### src/rtl/px_shift_pkg.sv
package px_shift_pkg;

    // Number of bit-planes handled in parallel.
    localparam int PLANES = 4;

    // Plane indices; their order fixes the output pin order.
    localparam int PL_SHAPE1 = 0;
    localparam int PL_SHAPE2 = 1;
    localparam int PL_CHAR1  = 2;
    localparam int PL_CHAR2  = 3;

    typedef enum logic [0:0] {
        SEQ_EMPTY  = 1'b0,
        SEQ_ACTIVE = 1'b1
    } seq_state_t;

endpackage

### src/rtl/px_seq_ctrl.sv
module px_seq_ctrl
    import px_shift_pkg::*;
#(
    parameter int W = 8
) (
    input  logic       clk,
    input  logic       rst_n,
    input  logic       load_i,
    input  logic       flip_i,
    output logic       shift_en_o,
    output logic       flip_sel_o,
    output seq_state_t state_o
);

    localparam int CW = (W > 1) ? $clog2(W) : 1;
    localparam logic [CW-1:0] LAST = CW'(W - 1);

    seq_state_t    state_q, state_d;
    logic [CW-1:0] cnt_q;
    logic          flip_q;

    // State register.
    always_ff @(posedge clk or negedge rst_n) begin
        if (!rst_n) state_q <= SEQ_EMPTY;
        else        state_q <= state_d;
    end

    // Next-state logic.
    always_comb begin
        state_d = state_q;
        unique case (state_q)
            SEQ_EMPTY:  if (load_i) state_d = SEQ_ACTIVE;
            SEQ_ACTIVE: begin
                if (load_i)              state_d = SEQ_ACTIVE;
                else if (cnt_q == LAST)  state_d = SEQ_EMPTY;
            end
            default:    state_d = SEQ_EMPTY;
        endcase
    end

    // Shift count and captured mirror select.
    always_ff @(posedge clk or negedge rst_n) begin
        if (!rst_n) begin
            cnt_q  <= '0;
            flip_q <= 1'b0;
        end else if (load_i) begin
            cnt_q  <= '0;
            flip_q <= flip_i;
        end else if (state_q == SEQ_ACTIVE) begin
            cnt_q  <= cnt_q + 1'b1;
        end
    end

    // Outputs.
    always_comb begin
        shift_en_o = 1'b0;
        unique case (state_q)
            SEQ_EMPTY:  shift_en_o = 1'b0;
            SEQ_ACTIVE: shift_en_o = !load_i;
            default:    shift_en_o = 1'b0;
        endcase
    end

    assign flip_sel_o = flip_q;
    assign state_o    = state_q;

    AST_FLIP_HOLD: assert property (@(posedge clk) disable iff (!rst_n)
        !load_i |=> $stable(flip_sel_o));

    AST_LOAD_ACTIVE: assert property (@(posedge clk) disable iff (!rst_n)
        load_i |=> (state_o == SEQ_ACTIVE));

endmodule

### src/rtl/px_shift_pair.sv
module px_shift_pair #(
    parameter int W = 8
) (
    input  logic         clk,
    input  logic         rst_n,
    input  logic         load_i,
    input  logic         shift_i,
    input  logic         sel_i,
    input  logic [W-1:0] data_i,
    output logic         bit_o
);

    logic [W-1:0] data_rev;
    logic [W-1:0] fwd_q;
    logic [W-1:0] rev_q;

    for (genvar g = 0; g < W; g++) begin : g_rev
        assign data_rev[g] = data_i[W-1-g];
    end

    always_ff @(posedge clk or negedge rst_n) begin
        if (!rst_n) begin
            fwd_q <= '0;
            rev_q <= '0;
        end else if (load_i) begin
            fwd_q <= data_i;
            rev_q <= data_rev;
        end else if (shift_i) begin
            fwd_q <= {fwd_q[W-2:0], 1'b0};
            rev_q <= {rev_q[W-2:0], 1'b0};
        end
    end

    assign bit_o = sel_i ? rev_q[W-1] : fwd_q[W-1];

    AST_LOAD_FWD: assert property (@(posedge clk) disable iff (!rst_n)
        load_i |=> (fwd_q == $past(data_i)));

    AST_LOAD_REV_HEAD: assert property (@(posedge clk) disable iff (!rst_n)
        load_i |=> (rev_q[W-1] == $past(data_i[0])));

    AST_NO_GAIN: assert property (@(posedge clk) disable iff (!rst_n)
        !load_i |=> ($countones(fwd_q) <= $past($countones(fwd_q))));

endmodule

### src/rtl/px_flip_shifter.sv
module px_flip_shifter
    import px_shift_pkg::*;
#(
    parameter int W = 8
) (
    input  logic         clk,
    input  logic         rst_n,
    input  logic         load_i,
    input  logic         flip_i,
    input  logic [W-1:0] shape1_i,
    input  logic [W-1:0] shape2_i,
    input  logic [W-1:0] char1_i,
    input  logic [W-1:0] char2_i,
    output logic         out_shape1,
    output logic         out_shape2,
    output logic         out_char1,
    output logic         out_char2
);

    logic [W-1:0]      plane_d [PLANES];
    logic [PLANES-1:0] pix;
    logic              shift_en;
    logic              flip_sel;
    seq_state_t        seq_state;

    assign plane_d[PL_SHAPE1] = shape1_i;
    assign plane_d[PL_SHAPE2] = shape2_i;
    assign plane_d[PL_CHAR1]  = char1_i;
    assign plane_d[PL_CHAR2]  = char2_i;

    px_seq_ctrl #(.W(W)) u_seq (
        .clk       (clk),
        .rst_n     (rst_n),
        .load_i    (load_i),
        .flip_i    (flip_i),
        .shift_en_o(shift_en),
        .flip_sel_o(flip_sel),
        .state_o   (seq_state)
    );

    for (genvar p = 0; p < PLANES; p++) begin : g_plane
        px_shift_pair #(.W(W)) u_pair (
            .clk    (clk),
            .rst_n  (rst_n),
            .load_i (load_i),
            .shift_i(shift_en),
            .sel_i  (flip_sel),
            .data_i (plane_d[p]),
            .bit_o  (pix[p])
        );
    end

    assign out_shape1 = pix[PL_SHAPE1];
    assign out_shape2 = pix[PL_SHAPE2];
    assign out_char1  = pix[PL_CHAR1];
    assign out_char2  = pix[PL_CHAR2];

    AST_RESET_QUIET: assert property (@(posedge clk)
        !rst_n |-> (pix == '0));

    AST_EMPTY_QUIET: assert property (@(posedge clk) disable iff (!rst_n)
        (seq_state == SEQ_EMPTY) |-> (pix == '0));

    AST_FIRST_PIXEL: assert property (@(posedge clk) disable iff (!rst_n)
        load_i |=> (out_char2 == ($past(flip_i) ? $past(char2_i[0])
                                                : $past(char2_i[W-1]))));

endmodule

### config.mk
export PLATFORM = sky130hd
export DESIGN_NAME = px_flip_shifter
export DESIGN_NICKNAME = d
export VERILOG_FILES = /design/src/rtl/px_shift_pkg.sv /design/src/rtl/px_seq_ctrl.sv /design/src/rtl/px_shift_pair.sv /design/src/rtl/px_flip_shifter.sv
export SDC_FILE = /design/constraint.sdc
export NUM_CORES = 1
export LEC_CHECK = 0
export BUFFER_PORTS_ARGS = -buffer_cell sky130_fd_sc_hd__buf_2
export CAP_MARGIN = 20
export CELL_PAD_IN_SITES_DETAIL_PLACEMENT = 1
export CELL_PAD_IN_SITES_GLOBAL_PLACEMENT = 1
export CORE_ASPECT_RATIO = 0.8
export CORE_UTILIZATION = 30
export CTS_CLUSTER_DIAMETER = 50
export DETAILED_ROUTE_END_ITERATION = 10
export GPL_ROUTABILITY_DRIVEN = 0
export GPL_TIMING_DRIVEN = 0
export PLACE_DENSITY = 0.55
export SYNTH_ARGS = -nofsm -noshare
export SYNTH_HDL_FRONTEND = slang
export SYNTH_SLANG_ARGS = --single-unit
### constraint.sdc
create_clock -name clk -period 1.8 [get_ports clk]
set_clock_uncertainty 0.05 [all_clocks]
set_input_delay 0.36 -clock clk [delete_from_list [all_inputs] [get_ports clk]]
set_output_delay 0.36 -clock clk [all_outputs]
set_load 0.01 [all_outputs]
==> results.txt, run 1 <==
- The run finished with clean final reports.
- Net count after synthesis: 273
* Design Area, Final: 3990 µm²
* Clock slew seen by the registers of the worst setup and hold paths: 50 ps
- Setup repair after global routing left no endpoint under its margin.
- Number of synthesis warnings: 0
- I/O pins: 40
- For this configuration, the core starts out at a cell density of 31.3%.
- Detailed placement finished with a half-perimeter wire length of 4.88 mm.
- Setup slack on the worst reg-to-reg path comes out at 290 ps.
* Number of standard cells after synthesis: 235
* Worst setup path endpoint: out_shape1
- Across all hold checks on the routed design, the worst slack comes to 208 ps.
* Chip height: 95.4 µm
- In the routed layout, each cell is associated on average with a via count of 4.55.
* Die Wd: 119 µm
- The max-slew violation count was 0.
- In this run the tool buffered the top-level ports with 38 buffer cells.
- For the final routed database, the setup TNS stands at 0 ps.
- The die covers 11300 µm².
* Clock buffers created by TritonCTS: 9
* Transition time at the pin with the least slew margin: 648 ps
* Highest clock rate: 0.591 GHz
* Most common cell after layout, fill and taps aside: mux2_2
- After layout, the design draws a total of 4.03 mW.
- Summed over its instances, the top area cell type makes up 52.8% of the synthesized netlist area.
* Finish-stage setup viols: 0
- Entering global routing, the biggest net connects 55 pins.
- Row count: 33
- Number of search-and-repair iterations in the first detailed-routing pass: 4
- Counting every sink on the clock net gives 69.
- The area growth from synthesis to layout is 21.9%.
- The total area inside the core boundary comes to 10400 µm².
* Global-route wire length before repair: 11.5 mm
- Fin util: 38.2%
- By area the synthesized netlist is led by dfrtp_1, mux2_2, mux2_1, mux2i_1, o21ai_0.
* Fraction of layout instances using a drive strength above 1: 55.0%
* Most frequent cells in the layout: mux2_2, dfrtp_1, buf_2
- Summed over all instances, the cell type with the most area after synthesis is dfrtp_1.
- Power spread over the standard cell area amounts to 1010 nW/µm².
- Final count of hold timing violations: 0
* Startpoint of the worst-slack reg-to-reg timing path: u_seq.state_o$_DFF_PN0_
- Clk Latency, worst-skew pair: 330 ps
- Global route total overflow: 0
- The average instance in the mapped netlist occupies 13.9 µm².
- In this run the tightest slew margin relative to its limit is 56.8%.
- Clock tree from TritonCTS: yes
* Number of nets in the layout: 324
- Post-route ant nets: 0
- The worst setup path is launched from a register.
* CP Data Required Time: 1390 ps
- Launching instance or port of the critical path: u_seq.flip_sel_o$_DFFE_PN0P_
- After detailed routing, the total wire length is 6.97 mm.
* MaxCap Viol Count: 0
* Vias in the first global route: 2202
- Worst flop-to-flop path endpoint: g_plane[0].u_pair.fwd_q[1]$_DFFE_PN0P_
- The worst register-to-register path has a depth of 4.
- Minimum clock period after layout: 1690 ps
- Counting flops and latches in the post-synthesis netlist gives 69.
* Clk Tree Root Cell: clkbuf_16
- H-tree lvl count: 3
* CP max FO: 5
- Endpoint type of the worst setup path: primary output
- The routed layout has 1961 vias.
- The number of antenna violations at the first check in global routing came to 0.
- DRC errors left: 0
* Combined area of all synthesized cells: 3270 µm²
- Synth unique cells: 17
* Worst min-delay path class: in2reg
- Cell area after placement: 3670 µm²
- First-iteration detailed-routing DRC count: 71
- Dividing the detail-routed wire length by the instance count gives 16.2 µm.
- The critical path in this run is classified as reg2out.
- Leakage power total: 1.83 nW
* Sequential fraction of the synthesis area: 52.8%
* Worst-case clock buffer depth: 2
- Data arrives at the worst endpoint at 1280 ps.
- Share of the clock period used by the worst path after layout: 94.1%
- The repair_antennas step left the layout with diodes totalling 0.
* GRT Resource Usage Total: 13.9%
- Across the VDD grid, the largest voltage drop is 0.617 mV.
-- synthesized netlist by cell type --
master     n
dfrtp_1   69
a21o_1     1
nand2_1    8
buf_4      2
clkbuf_1   3
o21ai_0   14
a22o_1     2
mux2_2    91
nor2_1     4
buf_2      9
inv_1      1
ha_1       2
buf_6      2
xnor2_1    1
nand2b_1   6
mux2_1    10
mux2i_1   10
-- state kept, by name (all words and copies together), names as in the netlist --
name                  count
u_seq.flip_sel_o          1
u_seq.cnt_q               3
g_plane.u_pair.fwd_q     32
u_seq.state_o             1
g_plane.u_pair.rev_q     32
-- what timing repair did --
item                                   in CTS  in global routing
setup endpoints to repair                   4                  0
resized for setup                           1                  0
setup buffers                               0                  0
endpoints found under the hold margin      15                  0
hold buffers                                1                  0
-- where the power goes --
| part | switching (mW) | internal, mW |
|---|---|---|
| Clock | 0.640 | 1.18 |
| Combinational | 0.178 | 0.256 |
| Sequential | 0.0808 | 1.70 |
-- metrics by stage --
stage | setup slack [ps] | std cells
3_3_place_gp | -145 | 413
2_1_floorplan | 427 | 235
3_5_place_dp | 165 | 414
6_report | 107 | 431
4_1_cts | 72.3 | 431
5_1_grt | 56.9 | 431
-- logic make-up (layout without fill, tap and decap cells) --
logic type      Yosys count  after routing  synth area share (%)
compound gates           17             17                  2.91
xor+xnor                  1              1                 0.268
fa+ha+maj                 2              2                 0.764
buf+inv                  17             73                  2.98
flops                    69             69                  52.8
mux                     111            111                  37.8
simple gates             18             18                  2.52
-- cell type report --
cell class                      count  area [µm²]
Fill cell                        1107        6450
Sequential cell                    69        1730
Multi-Input combinational cell    149        1450
Clock buffer                       12         267
Timing Repair Buffer               40         230
Tap cell                          140         175
Buffer                             16        93.8
Clock inverter                      4        45.0
Inverter                            1        3.75
-- worst min-delay path by stage --
stage               slack [ps]                                   start                                     end  depth (start not counted)
finish                     210                                  flip_i            u_seq.flip_sel_o$_DFFE_PN0P_                          2
global route               210                                  flip_i            u_seq.flip_sel_o$_DFFE_PN0P_                          2
CTS                        190                                  flip_i            u_seq.flip_sel_o$_DFFE_PN0P_                          2
detailed placement         200                                   rst_n  g_plane[0].u_pair.fwd_q[4]$_DFFE_PN0P_                          1
global placement           430  g_plane[3].u_pair.fwd_q[0]$_DFFE_PN0P_  g_plane[3].u_pair.fwd_q[0]$_DFFE_PN0P_                          1
floorplan                   10                                   rst_n  g_plane[0].u_pair.fwd_q[0]$_DFFE_PN0P_                          0
-- critical path: stages, from the launching register on --
cell and delay [ps]:
dfrtp_2 450, mux2_2 370, buf_2 140
-- metal layers --
layer	GRT usage, %	wire [µm]	up-vias
li1	-	-	938
met1	18.3	3440	981
met2	21.4	3190	33
met3	4.61	252	9
met4	5.06	89	0
met5	0	0	-
Note: power is estimated with default switching activity, not from simulation.
==> inputs of run 2 (changes only) <==
==> constraint.sdc (replaced) <==
create_clock -name clk -period 1.8 [get_ports clk]
set_clock_uncertainty 0.05 [all_clocks]
set_input_delay 0.27 -clock clk [delete_from_list [all_inputs] [get_ports clk]]
set_output_delay 0.27 -clock clk [all_outputs]
set_load 0.01 [all_outputs]
==> results.txt, run 2 (synthesized netlist as in run 1, its figures left out) <==
* Run status: completed
* Transition time at the pin with the least slew margin: 648 ps (+0.133 ps)
- CP max stage delay: 500 ps (+50 ps)
* Worst-case clock buffer depth: 2 (unchanged)
- The count of instances resized after the clock tree is built is 0 (-1).
- Final worst-path setup slack: 117 ps (+10.4 ps)
- Average via count per standard cell: 4.54 (-0.20%)
- The placed standard-cell area is 3670 µm² (unchanged).
* Clk Latency, worst-skew pair: 330 ps (about the same)
- The tightest hold margin is 118 ps (-89.4 ps).
- The worst setup path is captured at a primary output.
* Row count: 33 (unchanged)
- Among all stages on the critical path, the largest delay is contributed by dfrtp_1.
- In this run the worst setup path terminates at out_shape1.
- The tree is rooted in a clkbuf_16.
* Post-Layout Cell Count: 431 (unchanged)
- The maximum level of the CTS H-tree is 3 (unchanged).
* Leakage power total: 1.83 nW (about the same)
* DP Worst Slack: 255 ps (+90.0 ps)
- Startpoint of the worst-slack reg-to-reg timing path: u_seq.state_o$_DFF_PN0_
* Fraction of layout instances using a drive strength above 1: 54.6% (-0.34 points)
- The cell area after layout is 3990 µm² (about the same).
- Power density cells: 1010 nW/µm² (about the same)
- The starting density of the core is 31.3% (unchanged).
- Die Wd: 119 µm (unchanged)
* Highest clock rate: 0.594 GHz (+0.62%)
- The area of the die was 11300 µm² (unchanged).
- I/O pins: 40 (unchanged)
- The total via count in the routed design came to 1957 (-0.20%).
* CP max FO: 5 (unchanged)
- The port buffer count is 38 (unchanged).
* Share of the clock period used by the worst path after layout: 93.5% (-0.58 points)
* Area of the core region: 10400 µm² (unchanged)
- The worst-case headroom to the max-slew limit is 56.8% (about the same).
* Final count of hold timing violations: 0 (unchanged)
* Chip height: 95.4 µm (unchanged)
* Pin count of the biggest net entering global routing: 55 (unchanged)
- The number of iterations in the first detailed-routing pass was 4 (unchanged).
- The routed length per placed instance came to 16.2 µm (about the same).
* Global route total overflow: 0 (unchanged)
- The clock transition at the register clock pins on the worst setup and hold paths after CTS came to 50 ps (about the same).
* Final sum of negative setup slack: 0 ps (unchanged)
- The routed wire length is 6.96 mm (about the same).
- The number of nets with antenna violations after detailed routing was 0 (unchanged).
- The number of max-cap violations was 0 (unchanged).
* Path type of the worst setup path: reg2out
- The path depth of the worst reg2reg path is 4 (unchanged).
- The count of endpoints failing setup in the final report was 0 (unchanged).
* Number of nets in the layout: 324 (unchanged)
* Most frequent cells in the layout: mux2_2, dfrtp_1, buf_2
* Area occupied by multi-input gates: 1450 µm² (unchanged)
- The slack of the worst reg-to-reg path was 290 ps (about the same).
* Clock buffers created by TritonCTS: 9 (unchanged)
- The number of sinks on the clock net came to 69 (unchanged).
* DRC errors left: 0 (unchanged)
- Vias in the first global route: 2203 (+0.045%)
- The filler cell count in the final layout was 1108 (+0.090%).
* Initial antenna violation count: 0 (unchanged)
- Total area of sequential cells: 1730 µm² (about the same)
- ANT cells: 0 (unchanged)
- Worst path cell trace: mux2_2, buf_2
- Clock tree from TritonCTS: yes
- GRT Resource Usage Total: 13.9% (about the same)
- The wire length of the first global-routing pass came to 11.5 mm (+0.18%).
- The largest registers in the layout are g_plane.u_pair.fwd_q x32, g_plane.u_pair.rev_q x32, u_seq.cnt_q x3.
* Setup repair after global routing missed its margin: false
* Post-detail-place hpwl: 4.88 mm (unchanged)
- Area Growth Syn to Fin: 21.9% (about the same)
- Fin util: 38.2% (about the same)
- The post-layout minimum cycle time was 1680 ps (-10.4 ps).
- The iteration-0 DRC count of the detailed router was 68 (-4.2%).
* Most common cell after layout, fill and taps aside: mux2_2
- Worst flop-to-flop path endpoint: g_plane[0].u_pair.fwd_q[1]$_DFFE_PN0P_
- Final Slew Violations: 0 (unchanged)
- The maximum resistive drop on vdd was 0.617 mV (about the same).
* Worst min-delay path class: in2reg
- Number of setup buffers added after CTS: 0 (unchanged)
- Power consumption: 4.03 mW (about the same)
- Kind of launch point of the worst setup path: register
- CP Data Required Time: 1480 ps (+90 ps)
- Count of placed standard cells including taps: 414 (unchanged)
* Data arrival, critical path: 1360 ps (+80 ps)
- Launching instance or port of the critical path: u_seq.flip_sel_o$_DFFE_PN0P_
==> run 2: per-layer routing <==
layer / GRT usage, % / part of all wire, %
met2: 21.5 / 46
met4: 5.06 / 1.3
met5: 0 / 0
met1: 18.3 / 49
met3: 4.61 / 3.9
==> run 2: worst min-delay path by stage <==
stage                                                      start                                     end  slack (ps)  depth (start not counted)
final                                                     flip_i            u_seq.flip_sel_o$_DFFE_PN0P_         120                          2
after detailed placement                                   rst_n  g_plane[0].u_pair.fwd_q[4]$_DFFE_PN0P_         110                          1
after global placement    g_plane[3].u_pair.fwd_q[0]$_DFFE_PN0P_  g_plane[3].u_pair.fwd_q[0]$_DFFE_PN0P_         430                          1
after floorplan                                            rst_n  g_plane[0].u_pair.fwd_q[0]$_DFFE_PN0P_         -80                          0
after global routing                                      flip_i            u_seq.flip_sel_o$_DFFE_PN0P_         120                          2
after CTS                                                 flip_i            u_seq.flip_sel_o$_DFFE_PN0P_         100                          2
==> run 2: worst max-delay path: cells and delay by family, from the launching register on <==
| family | cells | cell delay [ps] |
|---|---|---|
| buffers and inverters | 1 | 140 |
| DFF | 1 | 500 |
| muxes | 1 | 390 |
==> run 2: timing repair <==
item,in CTS,in global routing
hold endpoints to repair,15,0
endpoints found under the setup margin,0,0
hold buffers,1,0
==> run 2: final cells by class <==
class                           count  area share (%)
Clock buffer                       12            6.68
Multi-Input combinational cell    149            36.3
Inverter                            1          0.0941
Timing Repair Buffer               40            5.77
Buffer                             16            2.35
Tap cell                          140            4.39
Clock inverter                      4            1.13
Sequential cell                    69            43.3
==> run 2: power by group <==
group | switching, mW | internal, mW
clock | 0.639 | 1.18
combinational | 0.178 | 0.256
sequential | 0.0809 | 1.70
